--- config.mk ---
export PLATFORM = sky130hd
export DESIGN_NAME = rtcb_timebase
export DESIGN_NICKNAME = d
export VERILOG_FILES = /design/src/rtl/rtcb_pkg.sv /design/src/rtl/rtcb_ctrl_reg.sv /design/src/rtl/rtcb_prescaler.sv /design/src/rtl/rtcb_tap.sv /design/src/rtl/rtcb_timebase.sv
export SDC_FILE = /design/constraint.sdc
export NUM_CORES = 1
export LEC_CHECK = 0
export ABC_AREA = 1
export BUFFER_PORTS_ARGS = -buffer_cell sky130_fd_sc_hd__buf_2
export CAP_MARGIN = 20
export CORE_UTILIZATION = 45
export DETAILED_ROUTE_END_ITERATION = 16
export GPL_TIMING_DRIVEN = 1
export HOLD_SLACK_MARGIN = 0.05
export PLACE_DENSITY_LB_ADDON = 0.2
export SYNTH_ARGS = -nofsm -noshare
export SYNTH_HDL_FRONTEND = slang
export SYNTH_SLANG_ARGS = --single-unit
--- constraint.sdc ---
create_clock -name clk -period 1.9 [get_ports clk]
set_input_delay 0.285 -clock clk [delete_from_list [all_inputs] [get_ports clk]]
set_output_delay 0.285 -clock clk [all_outputs]
set_load 0.1 [all_outputs]
--- src/rtl/rtcb_pkg.sv ---
package rtcb_pkg;

    typedef enum logic [1:0] {
        MODE_STOP = 2'd0,
        MODE_RUN  = 2'd1,
        MODE_HOLD = 2'd2
    } div_mode_e;

    typedef struct packed {
        logic [2:0] mode;
        logic [3:0] rate;
    } ctrl_t;

    // Classify the 3-bit divider field.
    function automatic div_mode_e decode_mode(input logic [2:0] m);
        if (m == 3'b010)
            return MODE_RUN;
        else if (m[2:1] == 2'b11)
            return MODE_HOLD;
        else
            return MODE_STOP;
    endfunction

    // Prescaler stage whose output forms the tap for a given rate.
    // Stage k toggles with period 2^(k+1) ticks.
    function automatic logic [3:0] rate_stage(input logic [3:0] r);
        case (r)
            4'd1:    return 4'd6;
            4'd2:    return 4'd7;
            default: return r - 4'd2;
        endcase
    endfunction

endpackage

--- src/rtl/rtcb_ctrl_reg.sv ---
module rtcb_ctrl_reg
    import rtcb_pkg::*;
(
    input  logic       clk,
    input  logic       we,
    input  logic [6:0] wdata,
    output ctrl_t      ctrl
);
    // Not reset: the mode and rate survive rst.
    always_ff @(posedge clk) begin
        if (we)
            ctrl <= ctrl_t'(wdata);
    end
endmodule

--- src/rtl/rtcb_prescaler.sv ---
module rtcb_prescaler
    import rtcb_pkg::*;
#(
    parameter int PRESC_W  = 15,
    parameter int UIP_LEAD = 8
) (
    input  logic               clk,
    input  logic               tick,
    input  div_mode_e          mode,
    input  logic               inhibit,
    output logic [PRESC_W-1:0] cnt,
    output logic               stb_q,
    output logic               uip_q
);
    // Count value just before the half-way rollover that marks an update.
    localparam logic [PRESC_W-1:0] UPD_AT = PRESC_W'((1 << (PRESC_W - 1)) - 1);
    localparam logic [PRESC_W-1:0] UIP_AT = UPD_AT - PRESC_W'(UIP_LEAD);

    logic run;
    assign run = (mode == MODE_RUN);

    always_ff @(posedge clk) begin
        if (mode == MODE_HOLD)
            cnt <= '0;
        else if (run && tick)
            cnt <= cnt + 1'b1;
    end

    always_ff @(posedge clk) begin
        stb_q <= run && tick && (cnt == UPD_AT) && uip_q && !inhibit;
    end

    always_ff @(posedge clk) begin
        if (!run || inhibit || stb_q)
            uip_q <= 1'b0;
        else if (tick && cnt == UIP_AT)
            uip_q <= 1'b1;
    end
endmodule

--- src/rtl/rtcb_tap.sv ---
module rtcb_tap
    import rtcb_pkg::*;
#(
    parameter int PRESC_W = 15
) (
    input  logic               clk,
    input  logic               rst,
    input  logic [PRESC_W-1:0] cnt,
    input  div_mode_e          mode,
    input  logic [3:0]         rate,
    input  logic               sqw_en,
    input  logic               pie_en,
    input  logic               pf_clear,
    output logic               sqw_out,
    output logic               pf_flag
);
    logic       tap;
    logic       tap_q;
    logic [3:0] stage;

    always_comb begin
        stage = rate_stage(rate);
        tap   = 1'b0;
        if (mode == MODE_RUN && rate != 4'd0)
            tap = cnt[stage];
    end

    assign sqw_out = sqw_en & tap;

    always_ff @(posedge clk) begin
        tap_q <= tap;
    end

    always_ff @(posedge clk) begin
        if (rst)
            pf_flag <= 1'b0;
        else if (pie_en && tap && !tap_q)
            pf_flag <= 1'b1;
        else if (pf_clear)
            pf_flag <= 1'b0;
    end
endmodule

--- src/rtl/rtcb_timebase.sv ---
module rtcb_timebase
    import rtcb_pkg::*;
#(
    parameter int PRESC_W  = 15,
    parameter int UIP_LEAD = 8
) (
    input  logic       clk,
    input  logic       rst,
    input  logic       osc_tick,
    input  logic       reg_we,
    input  logic [7:0] reg_wdata,
    output logic [7:0] reg_rdata,
    input  logic       set_inhibit,
    input  logic       sqw_en,
    input  logic       pie_en,
    input  logic       pf_clear,
    output logic       update_stb,
    output logic       uip,
    output logic       sqw_out,
    output logic       pf_flag
);
    ctrl_t              ctrl;
    div_mode_e          mode;
    logic [PRESC_W-1:0] cnt;
    logic               stb_q;
    logic               uip_q;
    logic               wdata_unused;

    // Bit 7 of a write is ignored.
    assign wdata_unused = reg_wdata[7];

    rtcb_ctrl_reg u_reg (
        .clk   (clk),
        .we    (reg_we),
        .wdata (reg_wdata[6:0]),
        .ctrl  (ctrl)
    );

    assign mode = decode_mode(ctrl.mode);

    rtcb_prescaler #(
        .PRESC_W  (PRESC_W),
        .UIP_LEAD (UIP_LEAD)
    ) u_presc (
        .clk     (clk),
        .tick    (osc_tick),
        .mode    (mode),
        .inhibit (set_inhibit),
        .cnt     (cnt),
        .stb_q   (stb_q),
        .uip_q   (uip_q)
    );

    rtcb_tap #(
        .PRESC_W (PRESC_W)
    ) u_tap (
        .clk      (clk),
        .rst      (rst),
        .cnt      (cnt),
        .mode     (mode),
        .rate     (ctrl.rate),
        .sqw_en   (sqw_en),
        .pie_en   (pie_en),
        .pf_clear (pf_clear),
        .sqw_out  (sqw_out),
        .pf_flag  (pf_flag)
    );

    assign update_stb = stb_q & ~set_inhibit;
    assign uip        = uip_q & ~set_inhibit;
    assign reg_rdata  = {uip, ctrl.mode, ctrl.rate};
endmodule

==> run metrics, run 1 <==
maxcap violations=0; Die Span Y=57.2 um; Die W=57.2 um; layout cell share with drive strength beyond 1=0.338; ys flop type=dfxtp_1; synthesized instance count=187; post-synth net total=205; crit path launch=u_reg.ctrl[3]; R2R Path Start=u_reg.ctrl[3]; Seq cells post-synth=26; post-route total power=1180 uW; pwr dens=675 nW/um^2; sequential-to-total area share from yosys stat=0.431; IO buf count=26; Vias/cell=5.19; measured slew at the worst slew-check pin=0.524 ns; Setup CP Type=reg -> out; Avg Synthesized Cell Area=7.33 sq um; Crit. End Element=primary output; initial core utilization=0.485; initial antenna violation count=0; top fanout value on the critical path=5; Reg clk slew, reported paths=0.15 ns; largest family of logic cells by synthesized area=simple AND/OR/NAND/NOR gates; CTS Buf Count=3; WHS=0.0899 ns; TritonCTS clock tree=built; most instantiated cells after synthesis=nand2_1 (36), inv_1 (29), nand3_1 (25), nor2_1 (22), dfxtp_1 (19); worst skew pair latency=0.32 ns; synth top area cells=dfxtp_1 (28%), edfxtp_1 (15%), nand2_1 (9.9%), nand3_1 (9.1%), inv_1 (7.9%); WP data arrival=1.97 ns; CTS max path bufs=2; EDFF count, synth=7; CTS Hold Bufs=0; Placeable Area=2830 sq um; Hold Crit Class=in -> reg; GR Overflow Total=0; Worst Setup EP=sqw_out; # H-tree levels=1; Async SR Flop Fraction=0; Synth Area in XOR/XNOR=0.00639; synth unique cells=26; DRT Wirelength=3030 um; final setup TNS=-0.595 ns; clk sinks=26; Remaining DRCs=2; violated checks=design-rule violations, negative setup slack; Global Route Usage Sum=0.202; minimum clock period=2.25 ns; FMAX=444 MHz; count leader, synth=nand2_1; CTS Root Buffer Type=clkbuf_4; post-synthesis mux area share=0; Routed Antenna Nets=0; Yosys top cell by area=dfxtp_1; Worst Clk Skew=0.00608 ns; Peak VDD IR=0.548 mV; Routability Congestion=0.901; Required @ worst endpoint=1.62 ns; wire per inst=11.8 um; Reg2Reg Capture Point=u_tap.pf_flag; DR pass1 iterations=12; RSZ-0062 raised after global routing=true; Rows=19; Synth Area in Simple Gates=0.352; largest net degree at the start of global routing=15; Final period util=1.19; Adder-Cell Fraction of Synth Area=0.0182; share of the synthesized area in the top cell type=0.277; DIE AREA=3270 sq um; pre-CTS setup slack=-0.0246 ns; Final #Nets=244; DPL Wire Length=2310 um; placed cell count=245; vias in the first global route=1211; via count=1328; worst reg2reg path depth=14; global-route wire length before repair=5110 um; Final Hold Fails=0; diode count=0; post-synthesis compound-gate area fraction=0.101; worst relative slew slack=0.648; CP Launch Type=flop; Pins Over Slew Limit=0; r2r setup slk=-0.24 ns; LEAKAGE=0.000749 uW; Synth Warn #=0; Area growth, synth to finish=27.1%; Mapped Area=1370 sq um; Setup Viol. Count Final=2; Finished Layout Cells=256; outcome=finished with violations; Worst Hold Launch=rst; top-level I/O count=28; Final WS setup=-0.352 ns; First DRT Iteration DRCs=59
-- sequential cells by signal, summed over array words and instances, names as in the netlist --
register,count
u_reg.ctrl,7
u_tap.pf_flag,1
u_presc.cnt,15
u_tap.tap_q,1
u_presc.uip_q,1
u_presc.stb_q,1
-- kinds of logic after synthesis --
family / after synthesis
adders and majority gates: 2
buffers and inverters: 32
xor gates and xnor gates: 1
DFF: 26
AOI/OAI and AO/OA: 25
and+or+nand+nor: 101
-- power by group --
group	internal (uW)	total [uW]	switching (uW)
clock	77.1	245	168
sequential	590	614	23.2
combinational	106	318	213
total	773	1180	404
-- routing by layer --
metal | part of all wire | vias up | GRT usage
met5 | 0 | - | 0
met2 | 0.49 | 39 | 0.355
li1 | - | 690 | -
met3 | 0.056 | 4 | 0.0272
met1 | 0.44 | 595 | 0.259
met4 | 0.0096 | 0 | 0.0627
-- critical path, cell delays in order (launching register included) --
cell and delay (ns):
edfxtp_1 0.49, nor2_4 0.23, nand2_2 0.09, nand2_2 0.10
nand2_1 0.07, nand3_1 0.08, nand3_1 0.09, nand3_2 0.09
nand3_2 0.10, nor2_4 0.13, buf_12 0.18
-- area by class of cell --
cell class,count,area [sq um]
fill,261,1090
multi-input combinational,129,751
sequential,26,591
timing repair buffer,36,224
inverter,30,113
tap,31,38.8
clock buffer,3,22.5
clock inverter,1,3.75
-- layout by cell type (no fill, tap or decap) --
master    instances
a21oi_1           9
a21oi_4           1
a31oi_1           4
buf_12            1
buf_2            25
buf_4             9
buf_6             1
clkbuf_4          3
clkinv_1          1
dfxtp_1          19
edfxtp_1          7
ha_1              1
ha_4              1
inv_1            23
inv_2             7
nand2_1          28
nand2_2           9
nand2_4           1
nand3_1          18
nand3_2           8
nand4_1           1
nand4_2           1
nor2_1           20
nor2_2            2
nor2_4            4
nor3_1            3
nor3_2            3
nor4_1            3
o21a_1            2
o21ai_0           7
o21ai_1           2
xor2_1            1
-- worst min-delay path by stage --
stage	end	slack (ns)	depth (start not counted)
2_1_floorplan	u_tap.pf_flag	0.35	1
3_3_place_gp	u_presc.uip_q	0.41	1
3_5_place_dp	u_presc.uip_q	0.41	1
4_1_cts	u_tap.pf_flag	0.09	2
5_1_grt	u_tap.pf_flag	0.09	2
6_report	u_tap.pf_flag	0.09	2
-- stage by stage --
step,cell area (sq um),util
floorplan,1430,-
global placement,1630,0.575
detailed placement,1630,0.575
CTS,1720,0.607
global route,1740,0.616
finish,1740,0.616
-- repair_timing --
action                     CTS  global route
setup endpoints to repair    1             2
gates resized for setup      6             3
pin swaps                    8             4
gates cloned                 0             0
setup buffers                6             1
Note: power is estimated with default switching activity, not from simulation.
==> run 2, diff against run 1 <==
--- a/config.mk
+++ b/config.mk
@@ -8,6 +8,7 @@
 export ABC_AREA = 1
 export BUFFER_PORTS_ARGS = -buffer_cell sky130_fd_sc_hd__buf_2
 export CAP_MARGIN = 20
+export CORE_MARGIN = 4
 export CORE_UTILIZATION = 45
 export DETAILED_ROUTE_END_ITERATION = 16
 export GPL_TIMING_DRIVEN = 1
==> run 2 against run 1 <==
Effect of this change:
- the run ends with negative setup slack left
- count of clock-buffer cells in the layout unchanged
- combinational power increased by 11%
- sequential share of layout area decreased by 1.3 points
- maximum frequency down 2.2%
- critical path depth stayed put
- largest power group unchanged
==> run metrics, run 2 (synthesis results as in run 1) <==
outcome=finished with violations; violated checks=negative setup slack; placed cell count=245 (unchanged); pwr dens=748 nW/um^2 (+11%); minimum clock period=2.30 ns (+0.0499 ns); Finished Layout Cells=258 (+0.78%); CP Launch Type=flop; global-route wire length before repair=5580 um (+9.2%); Area growth, synth to finish=32.2%; Vias/cell=5.38 (+3.6%); WP data arrival=2.02 ns (+0.05 ns); TritonCTS clock tree=built; biggest regs=u_presc.cnt x15, u_reg.ctrl x7; vias in the first global route=1272 (+5.0%); DIE AREA=3990 sq um (+22%); Flop pwr share=0.452 (-0.069); Pins Over Slew Limit=0 (unchanged); First DRT Iteration DRCs=65 (+10%); r2r setup slk=-0.38 ns (-0.14 ns); worst reg2reg path depth=15 (+1); Worst Setup EP=sqw_out; Final #Nets=246 (+0.82%); CTS Hold Bufs=0 (unchanged); final setup TNS=-0.786 ns (-0.191 ns); initial antenna violation count=0 (unchanged); Final WS setup=-0.402 ns (-0.0499 ns); FMAX=434 MHz (-2.2%); switching power=429 uW (+6.2%); initial core utilization=0.485 (unchanged); Routed Antenna Nets=0 (unchanged); wire per inst=13.2 um (+11%); DRT Wirelength=3400 um (+12%); via count=1387 (+4.4%); Rows=19 (unchanged); diode count=0 (unchanged); Hold Crit Class=in -> reg; Required @ worst endpoint=1.62 ns (about the same); Reg with most FFs=u_presc.cnt; LEAKAGE=0.000783 uW (+4.6%); RSZ-0062 raised after global routing=true; power share of the clock group=0.287 (+0.079); max reg flops=15 (unchanged); DR pass1 iterations=4 (-8); IO buf count=26 (unchanged); worst relative slew slack=0.655 (+0.00734); P_int=927 uW (+20%); clk sinks=26 (unchanged); Final period util=1.21 (+0.0263); crit path launch=u_reg.ctrl[2]; worst skew pair latency=0.33 ns (about the same); Global Route Usage Sum=0.174 (-0.0287); Routability Congestion=0.900 (about the same); Die W=63.2 um (+10%); Die Span Y=63.2 um (+10%); Reg clk slew, reported paths=0.15 ns (about the same); Final Hold Fails=0 (unchanged); R2R Path Start=u_reg.ctrl[2]; Peak VDD IR=0.742 mV (+36%); Setup Viol. Count Final=2 (unchanged); CTS Root Buffer Type=clkbuf_4; top fanout value on the critical path=5 (unchanged); Setup CP Type=reg -> out; Worst Clk Skew=0.00806 ns (+0.00198 ns); most common cell after layout, fill and taps aside=nand2_1; most frequent cells in the layout=nand2_1 (27), buf_2 (25), inv_1 (23), nor2_1 (20), dfxtp_1 (19); Reg2Reg Capture Point=u_tap.pf_flag; largest net degree at the start of global routing=16 (+1); DPL Wire Length=2410 um (+4.3%); maxcap violations=0 (unchanged); placed instance area=1630 sq um (unchanged); Combinational Power Share=0.261 (-0.009); GR Overflow Total=0 (unchanged); CTS max path bufs=2 (unchanged); Crit. End Element=primary output; top-level I/O count=28 (unchanged); measured slew at the worst slew-check pin=0.513 ns (-0.0109 ns); layout cell share with drive strength beyond 1=0.370 (+0.0323); CTS Buf Count=3 (unchanged); switching fraction of total power=0.316 (-0.0269); Placeable Area=2830 sq um (unchanged); cell area after layout=1810 sq um (+4.0%); # H-tree levels=1 (unchanged); WHS=0.0766 ns (-0.0134 ns); Remaining DRCs=0 (-2)
## run 2: cell count changes in the layout (fill, tap and decap cells not counted)
cell,change
nand3_1,-4
bufinv_16,+1
nand2_4,+2
nand2_1,-1
buf_6,-1
nand2_2,-1
buf_4,+3
clkinv_1,-1
nand3_2,+4
## run 2: power groups by stage
stage,sequential [uW],clock [uW],combinational [uW]
detailed placement,624,0,273
finish,613,389,354
CTS,613,392,327
floorplan,711,0,123
global route,616,415,379
global placement,623,0,268
## run 2: metal layers
| layer | global-route usage | wire, um | vias to the layer above | share of wire |
|---|---|---|---|---|
| li1 | - | - | 700 | - |
| met1 | 0.219 | 1410 | 616 | 0.42 |
| met2 | 0.291 | 1650 | 59 | 0.49 |
| met3 | 0.0426 | 254 | 12 | 0.075 |
| met4 | 0.0539 | 74 | 0 | 0.022 |
| met5 | 0 | 0 | - | 0 |
## run 2: cell type report
cell class                      count  area [sq um]
Fill cell                         240          1020
Multi-Input combinational cell    129           783
Sequential cell                    26           591
Timing Repair Buffer               38           235
Inverter                           30           113
Tap cell                           31          38.8
Clock inverter                      1          30.0
Clock buffer                        3          22.5
## run 2: what timing repair did
action	CTS	global route
setup endpoints to repair	1	2
resized for setup	6	9
pin swaps	11	8
buffers inserted	8	1
cloned	0	0
## run 2: how the worst min path moves through the flow
stage	startpoint	end	slack [ns]	cells after the start
global placement	u_presc.stb_q	u_presc.uip_q	0.41	1
global route	rst	u_tap.pf_flag	0.07	2
CTS	rst	u_tap.pf_flag	0.08	2
floorplan	rst	u_tap.pf_flag	0.35	1
finish	rst	u_tap.pf_flag	0.08	2
detailed placement	u_presc.stb_q	u_presc.uip_q	0.41	1
## run 2: stage by stage
| step | power [uW] | util | setup WS (ns) |
|---|---|---|---|
| after floorplan | 834 | - | -0.701 |
| after global placement | 891 | 0.575 | 0.0143 |
| after detailed placement | 896 | 0.575 | 0.000666 |
| after CTS | 1330 | 0.623 | -0.321 |
| after global routing | 1410 | 0.641 | -0.513 |
| final | 1360 | 0.641 | -0.402 |
## run 2: critical path, cell delays in order, from the launching register on
cell	delay, ns
edfxtp_1	0.47
nor2_4	0.24
nand2_2	0.11
buf_4	0.15
nand3_1	0.12
nand3_2	0.11
nand3_2	0.09
nand3_2	0.08
nand3_2	0.11
nor2_4	0.05
buf_12	0.16
==> run 3, diff against run 2 <==
--- a/config.mk
+++ b/config.mk
@@ -5,7 +5,6 @@
 export SDC_FILE = /design/constraint.sdc
 export NUM_CORES = 1
 export LEC_CHECK = 0
-export ABC_AREA = 1
 export BUFFER_PORTS_ARGS = -buffer_cell sky130_fd_sc_hd__buf_2
 export CAP_MARGIN = 20
 export CORE_MARGIN = 4
==> run 3 against run 2 <==
Effect of this change:
- the run still ends with negative setup slack left
- cell count fell by 15%
- die area fell by 1.2%
- critical path depth decreased by 3
- via count decreased by 11%
- non-clock buffer count increased by 12
- routed wire length grew 2.6%
- worst hold slack gained 0.051 ns
- flip-flop and latch count unchanged
- global-route usage is 0.22 points higher
- critical endpoint unchanged
- largest power group unchanged
- highest routed layer unchanged
==> run metrics, run 3 <==
Worst Clk Skew=0.00674 ns (-0.00132 ns); top-level I/O count=28 (unchanged); Hold Crit Class=in -> reg; IO buf count=26 (unchanged); vias in the first global route=1276 (+0.31%); minimum clock period=2.47 ns (+0.172 ns); Placeable Area=2810 sq um (-0.84%); DRT Wirelength=3480 um (+2.6%); Die Span Y=62.8 um (-0.59%); Reg with most FFs=u_presc.cnt; Final #Nets=208 (-15%); violated checks=negative setup slack; crit path cell chain=inv_4, ha_4, o21ai_4, a21oi_2, a221oi_4, nor4b_4, buf_12; Synth Warn #=0 (unchanged); wire per inst=15.8 um (+20%); Seq cells post-synth=26 (unchanged); outcome=finished with violations; Peak VDD IR=0.512 mV (-31%); WHS Path Cells=1 (-1); CTS Buf Count=3 (unchanged); sequential-to-total area share from yosys stat=0.437 (+0.00598); Avg Synthesized Cell Area=9.66 sq um (+32%); pwr dens=654 nW/um^2 (-13%); initial core utilization=0.482 (-0.00258); WP data arrival=2.19 ns (+0.17 ns); Rows=19 (unchanged); crit path launch=u_reg.ctrl[1]; worst skew pair latency=0.32 ns (about the same); initial antenna violation count=0 (unchanged); Final WS setup=-0.574 ns (-0.172 ns); Setup Viol. Count Final=3 (+1); Vias/cell=5.62 (+4.5%); CP Launch Type=flop; Final period util=1.30 (+0.0903); TritonCTS clock tree=built; Fill cells=223 (-7.1%); crit path buf inv count=2 (unchanged); Reg clk slew, reported paths=0.14 ns (about the same); layout cell share with drive strength beyond 1=0.455 (+0.0850); Reg2Reg Capture Point=u_tap.pf_flag; Yosys top cell by area=dfxtp_1; top fanout value on the critical path=4 (-1); DR pass1 iterations=4 (unchanged); LEAKAGE=0.000763 uW (-2.6%); pre-CTS setup slack=-0.258 ns (-0.258 ns); clk sinks=26 (unchanged); largest net degree at the start of global routing=16 (unchanged); most instantiated cells after synthesis=dfxtp_1 (19), nor2_1 (16), nand2_1 (9), nand3_1 (8), xor2_1 (8); Required @ worst endpoint=1.62 ns (about the same); Area growth, synth to finish=40.0%; Routed Antenna Nets=0 (unchanged); most common cell after layout, fill and taps aside=buf_2; GR Overflow Total=0 (unchanged); via count=1236 (-11%); DIE AREA=3950 sq um (-1.2%); # H-tree levels=1 (unchanged); most frequent cells in the layout=buf_2 (25), buf_4 (19), dfxtp_1 (19), nor2_1 (15); FMAX=404 MHz (-6.9%); Mapped Area=1350 sq um (-1.4%); delay-heaviest family, CP=flip-flops; worst relative slew slack=0.640 (-0.0147); diode count=0 (unchanged); Final Hold Fails=0 (unchanged); biggest regs=u_presc.cnt x15, u_reg.ctrl x7; global-route wire length before repair=5650 um (+1.2%); max reg flops=15 (unchanged); R2R Path Start=u_reg.ctrl[0]; DPL Wire Length=2450 um (+1.6%); measured slew at the worst slew-check pin=0.539 ns (+0.0268 ns); post-route total power=1240 uW (-8.7%); r2r setup slk=-0.04 ns (+0.34 ns); CTS Root Buffer Type=clkbuf_4; synthesized instance count=140 (-25%); share of the synthesized area in the top cell type=0.281 (+0.00385); count leader, synth=dfxtp_1; synth unique cells=43 (+65%); CTS Hold Bufs=0 (unchanged); Routability Congestion=0.825 (-8.3%); Largest stage delay, worst path=0.54 ns (+0.07 ns); Die W=62.8 um (-0.59%); RSZ-0062 raised after global routing=true; Pins Over Slew Limit=0 (unchanged); Worst Hold Launch=reg_wdata[6]; Global Route Usage Sum=0.176 (+0.00215); Worst Hold End=u_reg.ctrl[6]; Remaining DRCs=0 (unchanged); post-synth net total=158 (-23%); Core Util, Final=0.675 (+0.0340); ys flop type=dfxtp_1; Setup CP Type=reg -> out; Crit. End Element=primary output; stages on the worst setup path=7 (-3); First DRT Iteration DRCs=42 (-35%); EDFF count, synth=7 (unchanged); CTS max path bufs=2 (unchanged); maxcap violations=0 (unchanged); CP max-delay cell=edfxtp_1; worst reg2reg path depth=7 (-8); Async SR Flop Fraction=0 (unchanged); synth top area cells=dfxtp_1 (28%), edfxtp_1 (16%), xor2_1 (5.2%), nor2_1 (4.4%), xnor2_1 (3.9%)
## run 3: changes by cell type after synthesis, moves of 6 or more
| cell | delta |
|---|---|
| nand2_1 | -27 |
| inv_1 | -25 |
| nand3_1 | -17 |
| xor2_1 | +7 |
| nor2_1 | -6 |
| o21ai_0 | -6 |
| xnor2_1 | +6 |
## run 3: layout make-up
cell class                 instances  area [sq um]  share of cell area
clock buffer                       4          26.3              0.0139
inverter                           4          17.5             0.00925
multi-input combinational        105           880               0.465
sequential                        26           591               0.312
tap                               31          38.8              0.0205
timing repair buffer              50           340               0.180
## run 3: per-stage QoR
step	instances	setup TNS [ns]	hold slack [ns]	instance area, sq um
after floorplan	140	-3.91	0.362	1420
after global placement	207	-0.207	0.406	1680
after detailed placement	207	-0.333	0.424	1680
after CTS	219	-0.529	0.126	1810
after global routing	220	-0.813	0.110	1890
final	220	-0.618	0.128	1890
## run 3: worst max path at each step
stage                         end
after floorplan           sqw_out
after global placement    sqw_out
after detailed placement  sqw_out
after CTS                 sqw_out
after global routing      sqw_out
final                     sqw_out
## run 3: cell families after synthesis
| kind of cell | share of synthesized area |
|---|---|
| AND/OR/NAND/NOR | 0.275 |
| flip-flops | 0.437 |
| AO/OA/AOI/OAI | 0.143 |
| XOR/XNOR | 0.0907 |
| buffers and inverters | 0.0361 |
| adder cells (fa/ha/maj) | 0.0185 |
## run 3: layer usage
layer	share of wire	up-vias	GRT usage
li1	-	603	-
met1	0.40	596	0.190
met2	0.54	31	0.334
met3	0.038	6	0.0378
met4	0.015	0	0.0579
met5	0	-	0
## run 3: report_power, final
group	switching (uW)	leakage [uW]	total (uW)	internal, uW
clock network	164	0.0000150	246	82.1
registers	20.5	0.000222	609	589
logic	237	0.000526	383	146
## run 3: worst register-to-register path: stages, from the launching register on
cell,delay (ns)
edfxtp_1,0.46
buf_4,0.16
buf_4,0.12
o31ai_1,0.34
a21oi_2,0.14
a221oi_4,0.35
buf_4,0.18
o32ai_2,0.09
## run 3: what timing repair did
action / in CTS / in global routing
endpoints found under the setup margin: 3 / 3
pin swaps: 6 / 8
setup buffers: 9 / 1
cloned: 0 / 0
hold endpoints to repair: 0 / 0
resized for setup: 10 / 15
